<file path="config.mk">
export PLATFORM = sky130hd
export DESIGN_NAME = cwl_top
export DESIGN_NICKNAME = d
export VERILOG_FILES = /design/src/rtl/cwl_pkg.sv /design/src/rtl/cwl_wrap.sv /design/src/rtl/cwl_window.sv /design/src/rtl/cwl_top.sv
export SDC_FILE = /design/constraint.sdc
export NUM_CORES = 2
export LEC_CHECK = 0
export BUFFER_PORTS_ARGS = -buffer_cell sky130_fd_sc_hd__buf_2
export CORE_MARGIN = 5
export CORE_UTILIZATION = 54
export CTS_BUF_LIST = sky130_fd_sc_hd__clkbuf_8
export CTS_CLUSTER_SIZE = 14
export DETAILED_ROUTE_END_ITERATION = 16
export GPL_TIMING_DRIVEN = 0
export PLACE_DENSITY = 0.75
export RECOVER_POWER = 100
export SYNTH_ARGS = -nofsm -noshare
export SYNTH_HDL_FRONTEND = slang
export SYNTH_SLANG_ARGS = --single-unit
</file>
<file path="constraint.sdc">
create_clock -name clk -period 60.4 [get_ports clk]
set_input_delay 9.06 -clock clk [delete_from_list [all_inputs] [get_ports clk]]
set_output_delay 9.06 -clock clk [all_outputs]
set_load 0.05 [all_outputs]
</file>
<file path="src/rtl/cwl_pkg.sv">
package cwl_pkg;
  typedef enum logic [1:0] {
    ST_IDLE,
    ST_ALIGN,
    ST_EVAL,
    ST_DONE
  } cwl_state_e;

  // Number of offsets reduced modulo the buffer size: head, tail, wakeup
  localparam int unsigned N_OFFS = 3;
endpackage

</file>
<file path="src/rtl/cwl_wrap.sv">
// Reduces a running index to an offset inside the buffer
module cwl_wrap #(
  parameter int unsigned W = 32
) (
  input  logic [W-1:0] idx,
  input  logic [W-1:0] span,
  output logic [W-1:0] off
);
  always_comb begin
    if (span == '0) off = '0;
    else            off = idx % span;
  end
endmodule

</file>
<file path="src/rtl/cwl_window.sv">
// One pass of the window evaluation: tail bound, then wakeup clip
module cwl_window #(
  parameter int unsigned W          = 32,
  parameter int unsigned PAGE_SHIFT = 12
) (
  input  logic [W-1:0] hoff,
  input  logic [W-1:0] toff,
  input  logic [W-1:0] woff,
  input  logic         wake_live,
  input  logic [W-1:0] bsz,
  output logic [W-1:0] limit
);
  localparam logic [W-1:0] PMASK = (W'(1) << PAGE_SHIFT) - W'(1);

  logic [W-1:0] tail_dn, wake_up, bound;

  always_comb begin
    tail_dn = toff & ~PMASK;
    wake_up = (woff + PMASK) & ~PMASK;
    bound   = (hoff < toff) ? tail_dn : bsz;
    if (wake_live && (woff >= hoff) && (wake_up < bound)) limit = wake_up;
    else                                                    limit = bound;
  end
endmodule

</file>
<file path="src/rtl/cwl_top.sv">
module cwl_top #(
  parameter int unsigned IDX_W      = 32,
  parameter int unsigned PG_W       = 8,
  parameter int unsigned AL_W       = 4,
  parameter int unsigned PAGE_SHIFT = 12,
  parameter int unsigned MIN_WIN    = 64
) (
  input  logic             clk,
  input  logic             rst_n,
  input  logic             req_valid,
  output logic             req_ready,
  input  logic [IDX_W-1:0] head_idx,
  input  logic [IDX_W-1:0] free_size,
  input  logic [IDX_W-1:0] wake_idx,
  input  logic [PG_W-1:0]  num_pages,
  input  logic [AL_W-1:0]  align_log2,
  input  logic             snapshot,
  output logic             res_valid,
  input  logic             res_ready,
  output logic [IDX_W-1:0] limit_off,
  output logic [IDX_W-1:0] pad_len,
  output logic [IDX_W-1:0] head_off,
  output logic             trunc,
  output logic             cfg_err
);
  import cwl_pkg::*;

  localparam logic [IDX_W-1:0] MIN_GAP = IDX_W'(MIN_WIN);

  cwl_state_e       st;
  logic [IDX_W-1:0] head_q, size_q, wake_q, bsz_q, amask_q;
  logic [IDX_W-1:0] pad_q, limit_q;
  logic             snap_q, second_q, trunc_q, rej_q;

  logic [IDX_W-1:0] idx_a [N_OFFS];
  logic [IDX_W-1:0] off_a [N_OFFS];
  logic [IDX_W-1:0] hoff, toff, woff, cand, delta, gap, bsz_in;
  logic             wake_live;

  assign idx_a[0] = head_q;
  assign idx_a[1] = head_q + size_q;
  assign idx_a[2] = wake_q;

  for (genvar g = 0; g < N_OFFS; g++) begin : g_wrap
    cwl_wrap #(.W(IDX_W)) u_wrap (
      .idx  (idx_a[g]),
      .span (bsz_q),
      .off  (off_a[g])
    );
  end

  assign hoff      = off_a[0];
  assign toff      = off_a[1];
  assign woff      = off_a[2];
  assign wake_live = wake_q < (head_q + size_q);

  cwl_window #(.W(IDX_W), .PAGE_SHIFT(PAGE_SHIFT)) u_win (
    .hoff      (hoff),
    .toff      (toff),
    .woff      (woff),
    .wake_live (wake_live),
    .bsz       (bsz_q),
    .limit     (cand)
  );

  always_comb begin
    delta = (IDX_W'(0) - hoff) & amask_q;
    if (delta > size_q) delta = size_q;
    gap = cand - hoff;
  end

  assign bsz_in = IDX_W'(num_pages) << PAGE_SHIFT;

  always_ff @(posedge clk or negedge rst_n) begin
    if (!rst_n) begin
      st       <= ST_IDLE;
      head_q   <= '0;
      size_q   <= '0;
      wake_q   <= '0;
      bsz_q    <= '0;
      amask_q  <= '0;
      pad_q    <= '0;
      limit_q  <= '0;
      snap_q   <= 1'b0;
      second_q <= 1'b0;
      trunc_q  <= 1'b0;
      rej_q    <= 1'b0;
    end else begin
      unique case (st)
        ST_IDLE: if (req_valid) begin
          head_q   <= head_idx;
          size_q   <= free_size;
          wake_q   <= wake_idx;
          bsz_q    <= bsz_in;
          amask_q  <= (IDX_W'(1) << align_log2) - IDX_W'(1);
          snap_q   <= snapshot;
          pad_q    <= '0;
          limit_q  <= '0;
          second_q <= 1'b0;
          trunc_q  <= 1'b0;
          rej_q    <= 1'b0;
          if (num_pages < PG_W'(2)) begin
            rej_q <= 1'b1;
            st    <= ST_DONE;
          end else if (snapshot) begin
            limit_q <= bsz_in;
            st      <= ST_DONE;
          end else begin
            st <= ST_ALIGN;
          end
        end
        ST_ALIGN: begin
          head_q <= head_q + delta;
          size_q <= size_q - delta;
          pad_q  <= pad_q + delta;
          st     <= ST_EVAL;
        end
        ST_EVAL: begin
          if (size_q == '0) begin
            trunc_q <= 1'b1;
            limit_q <= '0;
            st      <= ST_DONE;
          end else if (cand > hoff) begin
            if (!second_q && gap < MIN_GAP) begin
              head_q   <= head_q + gap;
              size_q   <= size_q - gap;
              pad_q    <= pad_q + gap;
              second_q <= 1'b1;
              st       <= ST_ALIGN;
            end else begin
              limit_q <= cand;
              st      <= ST_DONE;
            end
          end else begin
            head_q  <= head_q + size_q;
            pad_q   <= pad_q + size_q;
            size_q  <= '0;
            trunc_q <= 1'b1;
            limit_q <= '0;
            st      <= ST_DONE;
          end
        end
        ST_DONE: if (res_ready) st <= ST_IDLE;
        default: st <= ST_IDLE;
      endcase
    end
  end

  assign req_ready = (st == ST_IDLE);
  assign res_valid = (st == ST_DONE);
  assign limit_off = limit_q;
  assign pad_len   = pad_q;
  assign head_off  = hoff;
  assign trunc     = trunc_q;
  assign cfg_err   = rej_q;

  AST_HOLD_RESULT: assert property (@(posedge clk) disable iff (!rst_n)
    res_valid && !res_ready |=> res_valid && $stable(limit_off) && $stable(pad_len)
      && $stable(trunc) && $stable(head_off));
  AST_PAGE_LIMIT: assert property (@(posedge clk) disable iff (!rst_n)
    res_valid |-> limit_off[PAGE_SHIFT-1:0] == '0);
  AST_LIMIT_AHEAD: assert property (@(posedge clk) disable iff (!rst_n)
    res_valid && !trunc && !cfg_err |-> limit_off > head_off);
  AST_TRUNC_ZERO: assert property (@(posedge clk) disable iff (!rst_n)
    res_valid && trunc |-> limit_off == '0);
  AST_SNAP_CLEAN: assert property (@(posedge clk) disable iff (!rst_n)
    res_valid && snap_q && !cfg_err |-> pad_len == '0 && !trunc && limit_off == bsz_q);
  AST_REJECT: assert property (@(posedge clk) disable iff (!rst_n)
    res_valid && cfg_err |-> limit_off == '0 && pad_len == '0 && !trunc);
  AST_BUSY_BLOCKS: assert property (@(posedge clk) disable iff (!rst_n)
    req_valid && req_ready |=> !req_ready);
endmodule

</file>
Word level (Yosys, flattened, before mapping)
Index checks and enable logic that the tools add are counted.
Storage, ports and cells
  register bits: 205
  latch bits: 0
  memory bits (writable): 0
  bits in read-only memories: 0
  bits of input ports: 113
  logic and storage cells: 107
  memories: 0
Operators by class
  add/sub/neg operators: 12
  $mul: 0
  div/mod/pow operators: 3
  magnitude comparators: 8
  equal/unequal tests: 11
  shifts and indexed selects: 1
  muxes and demuxes: 45
  bitwise gates (word level): 1
  reduce and logical (&&, ||, !) cells: 15
Operators by type and width (number)
  $mux W32: 22
  $pmux W32 S3: 3
  $add A32 B32 Y32: 6
  $lt A32 B32 Y1: 3
  $mod A32 B20 Y32: 3
  $sub A32 B32 Y32: 3
  $gt A32 B32 Y1: 2
  $logic_not A32 Y1: 2
  $pmux W32 S2: 1
  $mux W20: 2
  $add A32 B12 Y32 const B: 1
  $and A32 B32 Y32: 1
  $ge A32 B32 Y1: 1
  $lt A32 B7 Y1 const B: 1
  $shl A1 B4 Y32 const A: 1
  $sub A1 B32 Y32 const A: 1
  $sub A32 B2 Y32 const B: 1
  $mux W2: 7
  $lt A8 B2 Y1 const B: 1
  $ne A2 B2 Y1 const B: 4
  $pmux W2 S4: 1
  $mux W1: 7
  $ne A3 B3 Y1 const B: 2
  $reduce_and A3 Y1: 2
  13 further kinds: 18

Depth between registers and ports, before layout
  word-level depth: 15
  gate-level depth with buffers: 328
  gate-level depth less buffers: 306

Cells and area by module
A second synthesis with hierarchy kept.
Second synthesis, totals
  cell total of the unflattened synthesis: 17329
  area total of the unflattened synthesis: 119776.1 um2
By module, submodules not included
  cwl_wrap at g_wrap[1].u_wrap ...: times used 2, cells an instance 4654, area an instance 30958.4 um2, sequential area each 0.0 um2
  cwl_wrap at g_wrap[0].u_wrap: times used 1, cells an instance 4608, area an instance 30624.4 um2, sequential area each 0.0 um2
  cwl_top: times used 1, cells an instance 2997, area an instance 24227.0 um2, sequential area each 5104.9 um2
  cwl_window: times used 1, cells an instance 416, area an instance 3007.9 um2, sequential area each 0.0 um2

Worst setup path after synthesis
Ideal clock, no wire load.
  kind: register -> register
  start point: register head_q[9]
  end point: register pad_q[31], in the netlist pad_len[31]
  library setup time: 0.090 ns
  arrival time: 60.633 ns
  data required time: 60.310 ns
  slack: -0.323 ns
  stages on the path, launching flop included: 311
  path buffers: 24
  path through: dfrtp_1 ha_1 nand4_1 nor4_1 nor3_1 a211oi_1 nor2_1 o21bai_1 xnor2_1 ha_1 a22oi_1 nor3b_1 ha_1 or4_1 a21oi_1 nor2_1 ha_1 a21oi_1 [... 275 more ...] o21bai_1 a21o_1 a21oi_1 o21bai_1 a21o_1 a21o_1 a21o_1 a21o_1 a21o_1 a21o_1 a21o_1 a21o_1 a21o_1 a21oi_1 o21a_1 nand3_1 mux2_1 o2111ai_1
On the way
  cells in the longest elaborated chain, start to end: 14
Ends and longest elaborated chain
  start: declaration: line cwl_top.sv:31  | logic [IDX_W-1:0] head_q, size_q, wake_q, bsz_q, amask_q;
  start signal: assignment: line cwl_top.sv:91  | head_q <= head_idx;
  start signal: assignment: line cwl_top.sv:113  | head_q <= head_q + delta;
  start signal: assignment: line cwl_top.sv:125  | head_q <= head_q + gap;
  $add A32 B32 Y32: line cwl_top.sv:41, cwl_top.sv:55
  $mod A32 B20 Y32: line cwl_wrap.sv:11  | else off = idx % span;
  $mux W32: line cwl_wrap.sv:10  | if (span == '0) off = '0;
  $lt A32 B32 Y1: line cwl_window.sv:20  | bound = (hoff < toff) ? tail_dn : bsz;
  $mux W32: line cwl_window.sv:20
  $lt A32 B32 Y1: line cwl_window.sv:21  | if (wake_live && (woff >= hoff) && (wake_up < bound)) limit = wake_up;
  $logic_and A1 B1 Y1: line cwl_window.sv:21
  $mux W32: line cwl_window.sv:21
  $sub A32 B32 Y32: line cwl_top.sv:69  | gap = cand - hoff;
  $add A32 B32 Y32: line cwl_top.sv:127  | pad_q <= pad_q + gap;
  $mux W32: line cwl_top.sv:124  | if (!second_q && gap < MIN_GAP) begin
  $mux W32: line cwl_top.sv:123  | end else if (cand > hoff) begin
  $mux W32: line cwl_top.sv:119  | if (size_q == '0) begin
  $pmux W32 S3: line cwl_top.sv:89  | unique case (st)
  end signal: assignment: line cwl_top.sv:115  | pad_q <= pad_q + delta;
  end signal: assignment: line cwl_top.sv:127
  end signal: assignment: line cwl_top.sv:136  | pad_q <= pad_q + size_q;
  end: declaration: line cwl_top.sv:32  | logic [IDX_W-1:0] pad_q, limit_q;
Parallel ways exist; a longest one is shown, timed or not. The select of a mux whose other input is x is not followed.
A chain may end at the register's enable or synchronous reset.

Worst setup path in the final report
  start point: register size_q[8]
  end point: register pad_q[31], in the netlist pad_len[31]
On the way
  cells in the longest elaborated chain, start to end: 14
Ends and longest elaborated chain
  start: declaration: line cwl_top.sv:31
  start signal: assignment: line cwl_top.sv:92  | size_q <= free_size;
  start signal: assignment: line cwl_top.sv:114  | size_q <= size_q - delta;
  start signal: assignment: line cwl_top.sv:126  | size_q <= size_q - gap;
  $add A32 B32 Y32: line cwl_top.sv:41, cwl_top.sv:55
  $mod A32 B20 Y32: line cwl_wrap.sv:11
  $mux W32: line cwl_wrap.sv:10
  $lt A32 B32 Y1: line cwl_window.sv:20
  $mux W32: line cwl_window.sv:20
  $lt A32 B32 Y1: line cwl_window.sv:21
  $logic_and A1 B1 Y1: line cwl_window.sv:21
  $mux W32: line cwl_window.sv:21
  $sub A32 B32 Y32: line cwl_top.sv:69
  $add A32 B32 Y32: line cwl_top.sv:127
  $mux W32: line cwl_top.sv:124
  $mux W32: line cwl_top.sv:123
  $mux W32: line cwl_top.sv:119
  $pmux W32 S3: line cwl_top.sv:89
Parallel ways exist; a longest one is shown, timed or not. The select of a mux whose other input is x is not followed.

==> impl_metrics.toml <==
[setup_path]
crit_fanout = 10
cpMaxStageDelayCell = "sky130_fd_sc_hd__a2111o_1"
timing.critical_path.required_ns = 60.94
worstSetupStartpointType = "register"
setup.worst_path.end_class = "register"
path_class = "reg -> reg"
worstPathArrival_ns = 59.21
timing.critical_path.slowest_cell_delay_ns = 0.55
cp_common_cell = "sky130_fd_sc_hd__o21a_1"

[placement]
finalWeightedCongestion = 1.06
post_dp_cell_area_um2 = 53900
dpl_hpwl_um = 164000
port_buffers = 199

[yosys]
gate_count_of_the_mapped_netlist = 7003
yosys-top-cells-area = "sky130_fd_sc_hd__ha_1 19%, sky130_fd_sc_hd__dfrtp_1 9.4%, sky130_fd_sc_hd__nand2_1 4.9%"
syn_area_per_cell_um2 = 7.28
synth.mux.area_fraction = 0.0589
syn_area_um2 = 51000
synth_adder_area_share = 0.190
synth-xor-area-share = 0.0603
yosys_warnings = 0
top_ff_cell_synth = "sky130_fd_sc_hd__dfrtp_1"
synth.yosys.seq_area_share = 0.0942
post-synth-top-area-cell = "sky130_fd_sc_hd__ha_1"
ffs_w_async_s_r_synth = 1.00
netlist-cell-type-count = 132
synth.ff_latch_count = 192
synthDominantCellAreaShare = 0.186
synthSimpleGateAreaFrac = 0.236
largest_family_of_logic_cells_by_synthesized_area = "compound AO/OA/AOI/OAI gates"
synth_edf_count = 0
synth_compound_area_frac = 0.311

[timing]
min_period_over_period = 0.971
timing.fmax_ghz = 0.0170
final.setup_skew_ns = 0.0482
post-route-min-period_ns = 58.67
worstMarginPinSlew_ns = 6.36
whs_ns = 0.489
report.final.setup_viol = 0
timing_hold_violations_final = 0
timing_max_transition_violations_final = 177
final_layout_setup_total_negative_slack_ns = 0
max_slew_margin = -3.24

[routing]
post_drt_wl_per_cell_um = 23.9
first_iter_violations = 6147
drt-pass1-iter-count = 9
routed_wirelength_um = 210000
avgViaCountPerCell = 6.68
route.vias.total = 58600
drc = 0
final_antenna_net_count = 0

[status]
violated_checks = "capacitance limit, slew limit"
outcome = "finished with violations"

[floorplanning]
floorplan.core_area_um2 = 93500
die_w_um = 317
boundaryPins = 213
floorplan.die_area_um2 = 101000
row_count = 112
start_util = 0.545
dieHeight_um = 317

[global_routing]
gr-usage-all-layers = 0.388
grt_antenna_before_repair = 11
global_route.overflow_total = 0
first_pass_grt_wire_length_um = 306000
first_global_vias = 52800
grt_max_degree = 108

[clocking]
cts_tree = "yes"
max-clock-path-buffers = 2
h-tree-depth = 4
clk_latency_ns = 0.63
cts_sinks = 192
clock_slew_seen_by_the_registers_of_the_worst_setup_and_hold_paths_ns = 0.15
clockRootBuffer = "sky130_fd_sc_hd__clkbuf_8"
cts_inserted_buffers = 17

[final_layout]
area_delta_synth_final_pct = 15.9
layout-drive-gt1-share = 0.172
final_nets = 8377
fillerInstances = 8512
layout.cell_area.non_filler_um2 = 59100

[job]
max_cap_violations = 3

[min_path]
hold_class = "reg -> reg"
## timing repair
action,CTS,global route
hold buffers,0,0
cloned,0,1
buffers inserted,90,192
pin swaps,55,146
gates resized for setup,400,341
setup endpoints to repair,139,123
## cells in the mapped netlist (51+ instances only)
cell / n
sky130_fd_sc_hd__a211oi_1: 63
sky130_fd_sc_hd__a21boi_0: 86
sky130_fd_sc_hd__a21o_1: 196
sky130_fd_sc_hd__a21oi_1: 428
sky130_fd_sc_hd__a221oi_1: 51
sky130_fd_sc_hd__a31oi_1: 59
sky130_fd_sc_hd__and2_1: 87
sky130_fd_sc_hd__and3_1: 56
sky130_fd_sc_hd__clkbuf_1: 184
sky130_fd_sc_hd__dfrtp_1: 192
sky130_fd_sc_hd__ha_1: 757
sky130_fd_sc_hd__inv_1: 387
sky130_fd_sc_hd__mux2_2: 154
sky130_fd_sc_hd__mux2i_1: 115
sky130_fd_sc_hd__nand2_1: 667
sky130_fd_sc_hd__nand2b_1: 90
sky130_fd_sc_hd__nand3_1: 145
sky130_fd_sc_hd__nand4_1: 87
sky130_fd_sc_hd__nor2_1: 614
sky130_fd_sc_hd__nor2b_1: 99
sky130_fd_sc_hd__nor3_1: 315
sky130_fd_sc_hd__o211ai_1: 64
sky130_fd_sc_hd__o21a_1: 242
sky130_fd_sc_hd__o21ai_0: 459
sky130_fd_sc_hd__o31ai_1: 175
sky130_fd_sc_hd__or3_1: 67
sky130_fd_sc_hd__xnor2_1: 241
sky130_fd_sc_hd__xor2_1: 110
## metrics by stage
step           std cells  utilization  setup slack (ns)
2_1_floorplan       7014            -            0.0705
6_report            8772        0.632              1.73
3_3_place_gp        8467        0.574            -12.34
5_1_grt             8770        0.632            -0.589
4_1_cts             8582        0.604           0.00193
3_5_place_dp        8475        0.576            -13.08
## placed cells by master (no fill, tap or decap), drive strengths merged, types with 90 or more instances in the layout
cell type | Yosys | final
o21a | 242 | 242
nor2b | 99 | 99
dfrtp | 192 | 192
nor2 | 616 | 616
o21ai | 496 | 496
nand2b | 90 | 90
mux2i | 118 | 118
nand3 | 146 | 146
nand2 | 668 | 668
nor3 | 324 | 324
o31ai | 181 | 181
xnor2 | 241 | 241
clkbuf | 184 | 241
ha | 757 | 757
inv | 392 | 401
buf | 68 | 496
a21boi | 92 | 92
xor2 | 110 | 110
a21oi | 436 | 436
a21o | 197 | 197
mux2 | 159 | 159
## final timing paths
| check | start | to | slack [ns] | depth (start not counted) |
|---|---|---|---|---|
| worst max-delay path | size_q[8] | pad_len[31] | 1.73 | 312 |
| min in group asynchronous | rst_n | pad_len[24] | 8.58 | 1 |
| worst max register to register | size_q[8] | pad_len[31] | 1.73 | 312 |
| max in group asynchronous | rst_n | bsz_q[17] | 42.09 | 3 |
| worst min register to register | amask_q[18] | amask_q[18] | 0.49 | 1 |
| worst min-delay path | amask_q[18] | amask_q[18] | 0.49 | 1 |
## routing by layer
metal,GRT usage,wire length [um],vias to the layer above
met1,0.508,84700,27700
met5,0,13,-
met2,0.603,90300,3022
met4,0.187,12300,2
met3,0.0892,22400,634
li1,-,-,27200
## worst max-delay path: cells and delay by family (launching register included)
| family | cells | cell delay [ns] |
|---|---|---|
| AO/OA/AOI/OAI | 183 | 34.80 |
| adder cells (fa/ha/maj) | 25 | 7.25 |
| XOR/XNOR | 1 | 0.15 |
| AND/OR/NAND/NOR | 70 | 10.12 |
| buffers and inverters | 25 | 3.59 |
| multiplexers | 8 | 1.96 |
| flip-flops | 1 | 0.51 |
## logic make-up (layout without fill, tap and decap cells)
group	count (synthesis)	count (layout)
AND/OR/NAND/NOR	2457	2457
AO/OA/AOI/OAI	2305	2305
buffers and inverters	648	1148
other	1	16
adder cells (fa/ha/maj)	772	772
flip-flops	192	192
multiplexers	277	277
XOR/XNOR	351	351
## layout make-up
class                           instances  area, um2  area share
Multi-Input combinational cell       6174      46300       0.783
Sequential cell                       192       4870      0.0824
Timing Repair Buffer                  490       3200      0.0542
Tap cell                             1254       1570      0.0266
Inverter                              396       1500      0.0254
Buffer                                230       1230      0.0208
Clock buffer                           17        234     0.00396
Clock inverter                         15        186     0.00315
Antenna cell                            4       10.0    0.000169
## flip-flops by register name, indices dropped and copies added (netlist names)
register	cells
st	2
trunc	1
second_q	1
pad_len	32
size_q	32
cfg_err	1
wake_q	32
bsz_q	8
amask_q	31
head_q	32
limit_off	20
Power is left out: the tool's default activity adds up to more than one toggle a clock period on the data nets, which glitch-free logic cannot reach.
